[config.mk]
export PLATFORM = sky130hd
export DESIGN_NAME = sck_rate_sel
export DESIGN_NICKNAME = d
export VERILOG_FILES = /design/src/rtl/sck_rate_pkg.sv /design/src/rtl/sck_rate_regs.sv /design/src/rtl/sck_div_lookup.sv /design/src/rtl/sck_phase_gen.sv /design/src/rtl/sck_rate_sel.sv
export SDC_FILE = /design/constraint.sdc
export NUM_CORES = 1
export LEC_CHECK = 0
export BUFFER_PORTS_ARGS = -buffer_cell sky130_fd_sc_hd__buf_2
export CAP_MARGIN = 20
export CORE_ASPECT_RATIO = 0.75
export CORE_MARGIN = 2
export CORE_UTILIZATION = 35
export DETAILED_ROUTE_END_ITERATION = 10
export PLACE_DENSITY = 0.61
export SYNTH_ARGS = -nofsm -noshare
export SYNTH_HDL_FRONTEND = slang
export SYNTH_SLANG_ARGS = --single-unit
[constraint.sdc]
create_clock -name clk_i -period 3.85 [get_ports clk_i]
set_input_delay 0.5775 -clock clk_i [delete_from_list [all_inputs] [get_ports clk_i]]
set_output_delay 0.5775 -clock clk_i [all_outputs]
set_load 0.02 [all_outputs]
[src/rtl/sck_rate_pkg.sv]
package sck_rate_pkg;
  localparam int unsigned CODE_W   = 4;
  localparam int unsigned PROG_W   = 6;
  localparam int unsigned DIV_W    = 8;
  localparam int unsigned CODE_LSB = 20;
  localparam int unsigned FAST_BIT = 0;
  localparam int unsigned PROG_LSB = 8;

  localparam logic [CODE_W-1:0] CODE_RESET = CODE_W'(5);
  localparam logic [CODE_W-1:0] CODE_FAST  = CODE_W'(4);
  localparam logic [CODE_W-1:0] CODE_PROG  = CODE_W'(7);
  localparam int unsigned       N_PRESET   = 6;

  localparam logic [DIV_W-1:0] DIV_SLOW = DIV_W'(250);
  localparam logic [DIV_W-1:0] DIV_MIN  = DIV_W'(2);

  typedef logic [DIV_W-1:0] div_t;

  function automatic div_t preset_div(input logic [CODE_W-1:0] code);
    case (code)
      CODE_W'(0): preset_div = DIV_W'(3);
      CODE_W'(1): preset_div = DIV_W'(6);
      CODE_W'(2): preset_div = DIV_W'(9);
      CODE_W'(3): preset_div = DIV_W'(12);
      CODE_W'(4): preset_div = DIV_MIN;
      default:    preset_div = DIV_SLOW;
    endcase
  endfunction
endpackage

[src/rtl/sck_rate_regs.sv]
module sck_rate_regs
  import sck_rate_pkg::*;
#(
  parameter int unsigned DATA_W = 32
) (
  input  logic              clk_i,
  input  logic              rst_ni,
  input  logic              ena_we_i,
  input  logic [DATA_W-1:0] ena_wdata_i,
  input  logic              spd_we_i,
  input  logic [DATA_W-1:0] spd_wdata_i,
  output logic [CODE_W-1:0] code_o,
  output logic              fast_en_o,
  output logic [PROG_W-1:0] prog_o
);
  logic [CODE_W-1:0] code_q;
  logic              fast_q;
  logic [PROG_W-1:0] prog_q;

  always_ff @(posedge clk_i or negedge rst_ni) begin
    if (!rst_ni) begin
      code_q <= CODE_RESET;
      fast_q <= 1'b0;
    end else if (ena_we_i) begin
      code_q <= ena_wdata_i[CODE_LSB +: CODE_W];
      fast_q <= ena_wdata_i[FAST_BIT];
    end
  end

  always_ff @(posedge clk_i or negedge rst_ni) begin
    if (!rst_ni)       prog_q <= '1;
    else if (spd_we_i) prog_q <= spd_wdata_i[PROG_LSB +: PROG_W];
  end

  assign code_o    = code_q;
  assign fast_en_o = fast_q;
  assign prog_o    = prog_q;
endmodule

[src/rtl/sck_div_lookup.sv]
module sck_div_lookup
  import sck_rate_pkg::*;
(
  input  logic [CODE_W-1:0] code_i,
  input  logic              fast_en_i,
  input  logic [PROG_W-1:0] prog_i,
  output logic [DIV_W-1:0]  div_o
);
  logic [DIV_W-1:0] prog_div;

  // field values below the minimum clamp to the fastest legal divisor
  assign prog_div = (prog_i < PROG_W'(DIV_MIN)) ? DIV_MIN : DIV_W'(prog_i);

  always_comb begin
    if (code_i == CODE_PROG)
      div_o = prog_div;
    else if (code_i == CODE_FAST && !fast_en_i)
      div_o = DIV_SLOW;
    else if (code_i < CODE_W'(N_PRESET))
      div_o = preset_div(code_i);
    else
      div_o = DIV_SLOW;
  end
endmodule

[src/rtl/sck_phase_gen.sv]
module sck_phase_gen
  import sck_rate_pkg::*;
(
  input  logic             clk_i,
  input  logic             rst_ni,
  input  logic [DIV_W-1:0] div_i,
  input  logic             busy_i,
  output logic [DIV_W-1:0] act_div_o,
  output logic             tick_o,
  output logic             sck_o
);
  logic [DIV_W-1:0] act_q, cnt_q, lo_len, hi_len, idle_len;
  logic             sck_q, tick_q;

  assign lo_len   = act_q - (act_q >> 1);
  assign hi_len   = act_q >> 1;
  assign idle_len = div_i - (div_i >> 1);

  always_ff @(posedge clk_i or negedge rst_ni) begin
    if (!rst_ni) begin
      act_q  <= DIV_SLOW;
      cnt_q  <= DIV_SLOW - (DIV_SLOW >> 1);
      sck_q  <= 1'b0;
      tick_q <= 1'b0;
    end else if (!busy_i) begin
      act_q  <= div_i;
      cnt_q  <= idle_len;
      sck_q  <= 1'b0;
      tick_q <= 1'b0;
    end else if (cnt_q <= DIV_W'(1)) begin
      sck_q  <= ~sck_q;
      tick_q <= 1'b1;
      cnt_q  <= sck_q ? lo_len : hi_len;
    end else begin
      cnt_q  <= cnt_q - DIV_W'(1);
      tick_q <= 1'b0;
    end
  end

  assign act_div_o = act_q;
  assign tick_o    = tick_q;
  assign sck_o     = sck_q;
endmodule

[src/rtl/sck_rate_sel.sv]
module sck_rate_sel
  import sck_rate_pkg::*;
(
  input  logic        clk_i,
  input  logic        rst_ni,
  input  logic        ena_we_i,
  input  logic [31:0] ena_wdata_i,
  input  logic        spd_we_i,
  input  logic [31:0] spd_wdata_i,
  input  logic        busy_i,
  output logic        tick_o,
  output logic        sck_o
);
  logic [CODE_W-1:0] code;
  logic              fast_en;
  logic [PROG_W-1:0] prog;
  logic [DIV_W-1:0]  sel_div;
  logic [DIV_W-1:0]  act_div;

  sck_rate_regs #(.DATA_W(32)) u_regs (
    .clk_i, .rst_ni, .ena_we_i, .ena_wdata_i, .spd_we_i, .spd_wdata_i,
    .code_o(code), .fast_en_o(fast_en), .prog_o(prog)
  );

  sck_div_lookup u_lut (
    .code_i(code), .fast_en_i(fast_en), .prog_i(prog), .div_o(sel_div)
  );

  sck_phase_gen u_gen (
    .clk_i, .rst_ni, .div_i(sel_div), .busy_i,
    .act_div_o(act_div), .tick_o, .sck_o
  );
endmodule

==> impl_results.md, run 1 <==
* Grt ovf at 0
* Syn nets at 300
* Critical path launch point type: flip-flop
* CTS tree: built
* Worst-path clk slew at 100 ps
* DP Cell Count at 301
* Max cap viols at 0
* Worst Tran Pin Value at 769.7 ps
* Non-filler cells, final at 305
* Initial antenna violation count at 0
* Required @ worst endpoint at 4060 ps
* Max rail drop VDD at 0.1953 mV
* DR pass1 iterations at 4
* Cell Area, Synth at 1998 um2
* Routability cong. at 0.7797
* Synth Register Bits at 28
* Die area at 6336 um2
* Drt initial violations at 92
* Routed Wire Length at 4103 um
* Htree depth at 1
* Vias in the first global route at 1,457
* Final worst setup slack at 1081 ps
* Core area at 5439 um2
* Avg Inst Size Synth at 9.166 um2
* Post-Synthesis Cells at 218
* Path category of the worst min-delay check: input pin to async pin
* IO Port Bufs at 17
* Via count at 1,566
* Placed Area at 2141 um2
* Status: complete, no violations
* Finish-stage setup viols at 0
* Peak Freq at 361.1 MHz
* Fill cells at 547
* Final HPWL DP at 3185 um
* Period minus WS final at 2769 ps
* Final hold violation count at 0
* Clock insertion delay at the later pin of the skew report at 280 ps
* Clock Skew at 3.490 ps
* Primary FF master, synth: dfstp_2
* Std cell rows at 23
* Total GRT Usage at 0.1381
* Initial Utilization at 0.3674
* Sequential share of the synthesized area at 0.3626
* Layout cells sized above 1 at 0.2565
* Post-route DRC at 0
* Post-place setup slack at 1093 ps
* Root Buffer: clkbuf_8
* RSZ-0062 raised after global routing: false
* Syn-to-layout area delta at 9.894%
* CTS Hold Buffers Added at 0
* Vias per cell at 5.134
* Sink Count at 28
* Wire per inst at 13.45 um
* Final slew viol count at 0
* Final Cycle Share at 0.7192
* Synth cell types at 50
* Post-CTS Setup Bufs at 0
* Post-route design area at 2196 um2
* Critical path class: flip-flop to flip-flop
* First-pass GRT wire length at 7120 um
* Most common cell after layout, fill and taps aside: dfstp_2
* Most frequent cells in the layout: dfstp_2 (19), nand2_1 (18), inv_1 (17), buf_2 (17), nor2_1 (16)
* Die Width at 91.25 um
* Clock buffer depth at 2
* Critical path endpoint category: flip-flop
* TNS Setup at 0 ps
* CTS buffer count at 3
* N_diodes at 0
* Post-synth ARST share at 1.000
* P_leak at 0.9034 nW
* Final core occ at 0.4037
* Post-CTS sizing at 0
* Chip Height at 69.44 um
* I/O pin cnt at 71
* Antenna-violating nets left at 0
* Synth Warn # at 0
* Power Density at 440.5 nW/um2
* EDFF count, synth at 0
* Arrival @ worst endpoint at 2980 ps
* Worst-path maximum fanout at 7
* Final Net Count at 313
* Largest net degree at the start of global routing at 31
* Slew margin rel. at 0.4821
routing by layer:
metal  GRT usage  vias up  share of wire
met4     0.03030        0        0.00097
met1      0.2159      735           0.56
met3     0.02935        2          0.031
met5           0        -              0
met2      0.1918       22           0.41
li1            -      807              -
synthesized netlist by cell type (2+ instances only):
library cell	number	area, um2
dfstp_2	19	499.2
nand2_1	18	67.56
inv_1	17	63.81
nor2_1	16	60.06
a21oi_1	15	75.07
o21ai_0	14	70.07
ha_1	11	137.6
dfrtp_1	9	225.2
mux2_2	9	101.4
clkbuf_1	7	26.28
nor3_1	7	35.03
xnor2_1	6	52.55
a211oi_1	5	37.54
o211ai_1	5	37.54
and3_1	3	18.77
mux2i_1	3	30.03
nand3_1	3	15.01
nand3b_1	3	22.52
nor2b_1	3	18.77
nor3b_1	3	22.52
xor2_1	3	26.28
and2_1	2	12.51
buf_2	2	10.01
fa_1	2	40.04
nand2b_1	2	12.51
nor4_1	2	12.51
o2111ai_1	2	17.52
o21a_1	2	15.01
o31ai_1	2	15.01
or2_2	2	12.51
or4_1	2	15.01
worst max-delay path: stages, from the launching register on:
cell      delay [ps]
dfstp_2          600
inv_1             90
o31ai_1          230
nand3b_1         220
ha_1             340
a21o_1           200
a31o_2           260
a311oi_2         290
mux2_4           340
a31oi_2          130
cells by family (layout without fill, tap and decap cells):
| family | Yosys count | after routing | synth area share |
|---|---|---|---|
| xor+xnor | 9 | 9 | 0.03945 |
| flops | 28 | 28 | 0.3626 |
| buf+inv | 26 | 38 | 0.05010 |
| simple gates | 71 | 71 | 0.1885 |
| compound gates | 58 | 58 | 0.1973 |
| fa+ha+maj | 13 | 13 | 0.08892 |
| mux | 13 | 13 | 0.07326 |
where the power goes:
part	switching, mW	internal (mW)
combinational	0.181	0.158
sequential	0.0670	0.375
clock	0.0950	0.0917
per-stage QoR:
step	total power [mW]	hold slack (ps)
global placement	0.7771	475.9
floorplan	0.7019	281.9
detailed placement	0.7841	477.1
finish	0.9674	309.4
CTS	0.9783	327.0
global route	1.045	347.0
path summary, 6_finish.rpt:
check / from / to / slack, ps / cells past startpoint
min: rst_ni / u_regs.code_o[3]$_DFFE_PN0P_ / 310 / 1
max reg2reg: u_regs.code_o[0]$_DFFE_PN1P_ / u_gen.cnt_q[7]$_DFF_PN0_ / 1080 / 9
max: u_regs.code_o[0]$_DFFE_PN1P_ / u_gen.cnt_q[7]$_DFF_PN0_ / 1080 / 9
max in group asynchronous: rst_ni / u_regs.fast_en_o$_DFFE_PN0P_ / 3110 / 1
min in group clk_i: u_gen.act_div_o[0]$_DFFE_PN0N_ / u_gen.act_div_o[0]$_DFFE_PN0N_ / 500 / 2
min reg2reg: u_gen.act_div_o[0]$_DFFE_PN0N_ / u_gen.act_div_o[0]$_DFFE_PN0N_ / 500 / 2
sequential cells by signal (all words and copies together) (netlist names):
name,cells
u_gen.act_div_o,7
u_gen.cnt_q,8
u_gen.sck_o,1
u_gen.tick_o,1
u_regs.code_o,4
u_regs.fast_en_o,1
u_regs.prog_o,6
final cells by class:
| class | instances | area (um2) | area share |
|---|---|---|---|
| timing repair buffer | 17 | 85.08 | 0.03875 |
| multi-input combinational | 164 | 1174 | 0.5345 |
| inverter | 17 | 63.81 | 0.02906 |
| tap | 75 | 93.84 | 0.04273 |
| sequential | 28 | 724.4 | 0.3299 |
| clock buffer | 4 | 55.05 | 0.02507 |
Note: power is estimated with default switching activity, not from simulation.
==> run 2: changes to the inputs <==
--- a/config.mk
+++ b/config.mk
@@ -11,7 +11,7 @@
 export CORE_MARGIN = 2
 export CORE_UTILIZATION = 35
 export DETAILED_ROUTE_END_ITERATION = 10
-export PLACE_DENSITY = 0.61
+export PLACE_DENSITY = 0.63
 export SYNTH_ARGS = -nofsm -noshare
 export SYNTH_HDL_FRONTEND = slang
 export SYNTH_SLANG_ARGS = --single-unit
==> constraint.sdc (replaced) <==
create_clock -name clk_i -period 2.3 [get_ports clk_i]
set_input_delay 0.345 -clock clk_i [delete_from_list [all_inputs] [get_ports clk_i]]
set_output_delay 0.345 -clock clk_i [all_outputs]
set_load 0.02 [all_outputs]
==> run 2 against run 1 <==
Net effect:
- the flow now finishes with violations (negative setup slack)
- core utilization increased by 6.1 points
- sequential power increased by 64%
- die area unchanged
- sequential share of layout area decreased by 4.3 points
- first-iteration DRC count decreased by 52%
- count of clock-buffer cells in the layout unchanged
- hold slack got worse by 240 ps
- global-route usage increased by 0.47 points
- critical path type unchanged
- critical endpoint unchanged
==> impl_results.md, run 2 (synthesis results as in run 1) <==
* Worst-path maximum fanout at 3 (was 7)
* Worst Tran Pin Value at 626.5 ps (was 769.7 ps)
* I/O pin cnt at 71 (unchanged)
* Crit-path cells: buf_4 -> nand2_1 -> a211o_1 -> ha_1 -> a21o_1 -> a31o_4 -> a311oi_4 -> mux2_4 -> a31oi_2 (was inv_1 -> o31ai_1 -> nand3b_1 -> ha_1 -> a21o_1 -> a31o_2 -> a311oi_2 -> mux2_4 -> a31oi_2)
* Worst-path clk slew at 100 ps (about the same)
* First-pass GRT wire length at 7514 um (was 7120 um)
* Routed Wire Length at 4411 um (was 4103 um)
* Layout cells sized above 1 at 0.3969 (was 0.2565)
* Net Sw Frac at 0.3512 (was 0.3546)
* DR pass1 iterations at 5 (was 4)
* Failing checks: negative setup slack
* Chip Height at 69.44 um (unchanged)
* Drt initial violations at 44 (was 92)
* Initial antenna violation count at 0 (unchanged)
* P_leak at 1.053 nW (was 0.9034 nW)
* Slew margin rel. at 0.5785 (was 0.4821)
* Htree depth at 1 (unchanged)
* Area of the multi-input gates at 1296 um2 (was 1174 um2)
* Required @ worst endpoint at 2510 ps (was 4060 ps)
* Seq pwr share at 0.406 (was 0.457)
* NetSw at 625.0 uW (was 343.0 uW)
* Most common cell after layout, fill and taps aside: buf_4 (was dfstp_2)
* Path category of the worst min-delay check: input pin to async pin (unchanged)
* Grt ovf at 0 (unchanged)
* Clock share of power at 0.177 (was 0.193)
* Root Buffer: clkbuf_8 (unchanged)
* Worst R2R Setup Slack at -210 ps (was 1080 ps)
* Finish-stage setup viols at 5 (was 0)
* Critical path class: flip-flop to flip-flop (unchanged)
* CTS Hold Buffers Added at 0 (unchanged)
* Core area at 5439 um2 (unchanged)
* Crit-path max cell delay at 560 ps (was 600 ps)
* CP max stage cell: dfstp_2 (unchanged)
* Via count at 1,675 (was 1,566)
* Clock buffer depth at 2 (unchanged)
* Std cell rows at 23 (unchanged)
* CTS buffer count at 3 (unchanged)
* Critical path launch point type: flip-flop (unchanged)
* Final worst setup slack at -205.5 ps (was 1081 ps)
* Final slew viol count at 0 (unchanged)
* Max reg flops at 8 (unchanged)
* Post-route DRC at 0 (unchanged)
* Wire per inst at 13.29 um (was 13.45 um)
* Vias per cell at 5.045 (was 5.134)
* Clock insertion delay at the later pin of the skew report at 280 ps (about the same)
* Routability cong. at 0.8064 (was 0.7797)
* Final HPWL DP at 3261 um (was 3185 um)
* Vias in the first global route at 1,630 (was 1,457)
* Die area at 6336 um2 (unchanged)
* Power Density at 703.9 nW/um2 (was 440.5 nW/um2)
* CTS tree: built (unchanged)
* Clock Skew at 5.398 ps (was 3.490 ps)
* Most frequent cells in the layout: buf_4 (25), dfstp_2 (19), nand2_1 (18) (was dfstp_2 (19), nand2_1 (18), inv_1 (17), buf_2 (17), nor2_1 (16))
* CP delay by family, top: compound AO/OA/AOI/OAI gates (unchanged)
* Final hold violation count at 0 (unchanged)
* Max cap viols at 0 (unchanged)
* Die Width at 91.25 um (unchanged)
* Final core occ at 0.4649 (was 0.4037)
* Int Pwr at 1.155 mW (was 624.4 uW)
* Status: finished with violations (was complete, no violations)
* RSZ-0062 raised after global routing: true (was false)
* Max rail drop VDD at 0.5018 mV (was 0.1953 mV)
* Biggest register: u_gen.cnt_q (unchanged)
* Period minus WS final at 2506 ps (was 2769 ps)
* Antenna-violating nets left at 0 (unchanged)
* Final Net Count at 340 (was 313)
* Final Cycle Share at 1.089 (was 0.7192)
* Syn-to-layout area delta at 26.55% (was 9.894%)
* Largest net degree at the start of global routing at 31 (unchanged)
* Peak Freq at 399.1 MHz (was 361.1 MHz)
* N_diodes at 0 (unchanged)
* IO Port Bufs at 17 (unchanged)
* Comb power frac at 0.417 (was 0.350)
* Arrival @ worst endpoint at 2720 ps (was 2980 ps)
* Total GRT Usage at 0.1428 (was 0.1381)
* Area taken by flip-flops and latches at 724.4 um2 (unchanged)
* Critical path endpoint category: flip-flop (unchanged)
* Fill cells at 527 (was 547)
* Sink Count at 28 (unchanged)
* Initial Utilization at 0.3674 (unchanged)
* TNS Setup at -487.6 ps (was 0 ps)
* Crit path buf inv count at 1 (unchanged)
[run 2: changes by cell type in the layout (fill, tap and decap cells not counted), sizes merged]
cell,delta
buf,+27
[run 2: what timing repair did]
item,CTS,global route
cloned,0,0
endpoints found under the setup margin,5,5
resized for setup,12,12
buffers inserted,3,2
pin swaps,17,16
[run 2: cell type report]
| cell class | instances | area share |
|---|---|---|
| multi-input cells | 164 | 0.5126 |
| inverters | 17 | 0.02523 |
| flip-flops and latches | 28 | 0.2865 |
| clock buffers | 4 | 0.02177 |
| well taps | 75 | 0.03711 |
| repair buffers | 44 | 0.1168 |
[run 2: per-stage QoR]
stage                     instance area (um2)  worst slack [ps]  cells  power [mW]  hold slack, ps
final                                    2529            -205.5    332       1.780           66.07
after global routing                     2529            -269.9    332       1.919           99.31
after CTS                                2431            -276.6    330       1.735           89.30
after detailed placement                 2313            -318.6    324       1.380           402.3
after global placement                   2313            -282.1    324       1.363           397.7
after floorplan                          1998            -215.0    218       1.175           49.41
[run 2: path summary, 6_finish.rpt]
check                                               start                        endpoint  cells after the start
min reg2reg                u_gen.act_div_o[0]$_DFFE_PN0N_  u_gen.act_div_o[0]$_DFFE_PN0N_                      2
max                          u_regs.prog_o[2]$_DFFE_PN1P_        u_gen.cnt_q[7]$_DFF_PN0_                      9
min in group clk_i                         spd_wdata_i[9]    u_regs.prog_o[1]$_DFFE_PN1P_                      3
min                                                rst_ni         u_gen.sck_o$_DFFE_PN0P_                      1
max reg2reg                  u_regs.prog_o[2]$_DFFE_PN1P_        u_gen.cnt_q[7]$_DFF_PN0_                      9
max in group asynchronous                          rst_ni  u_gen.act_div_o[0]$_DFFE_PN0N_                      1
[run 2: power by group through the flow]
stage	Clock, mW	Combinational [mW]	Sequential [mW]
4_1_cts	0.325	0.688	0.722
6_report	0.314	0.743	0.723
5_1_grt	0.345	0.837	0.737
3_5_place_dp	0	0.654	0.726
3_3_place_gp	0	0.641	0.722
2_1_floorplan	0	0.468	0.707
[run 2: per-layer routing]
layer	track usage	up-vias	wire, um
met5	0	-	0
li1	-	855	-
met3	0.03478	4	179
met4	0.02020	0	25
met2	0.2420	35	2064
met1	0.1896	781	2141
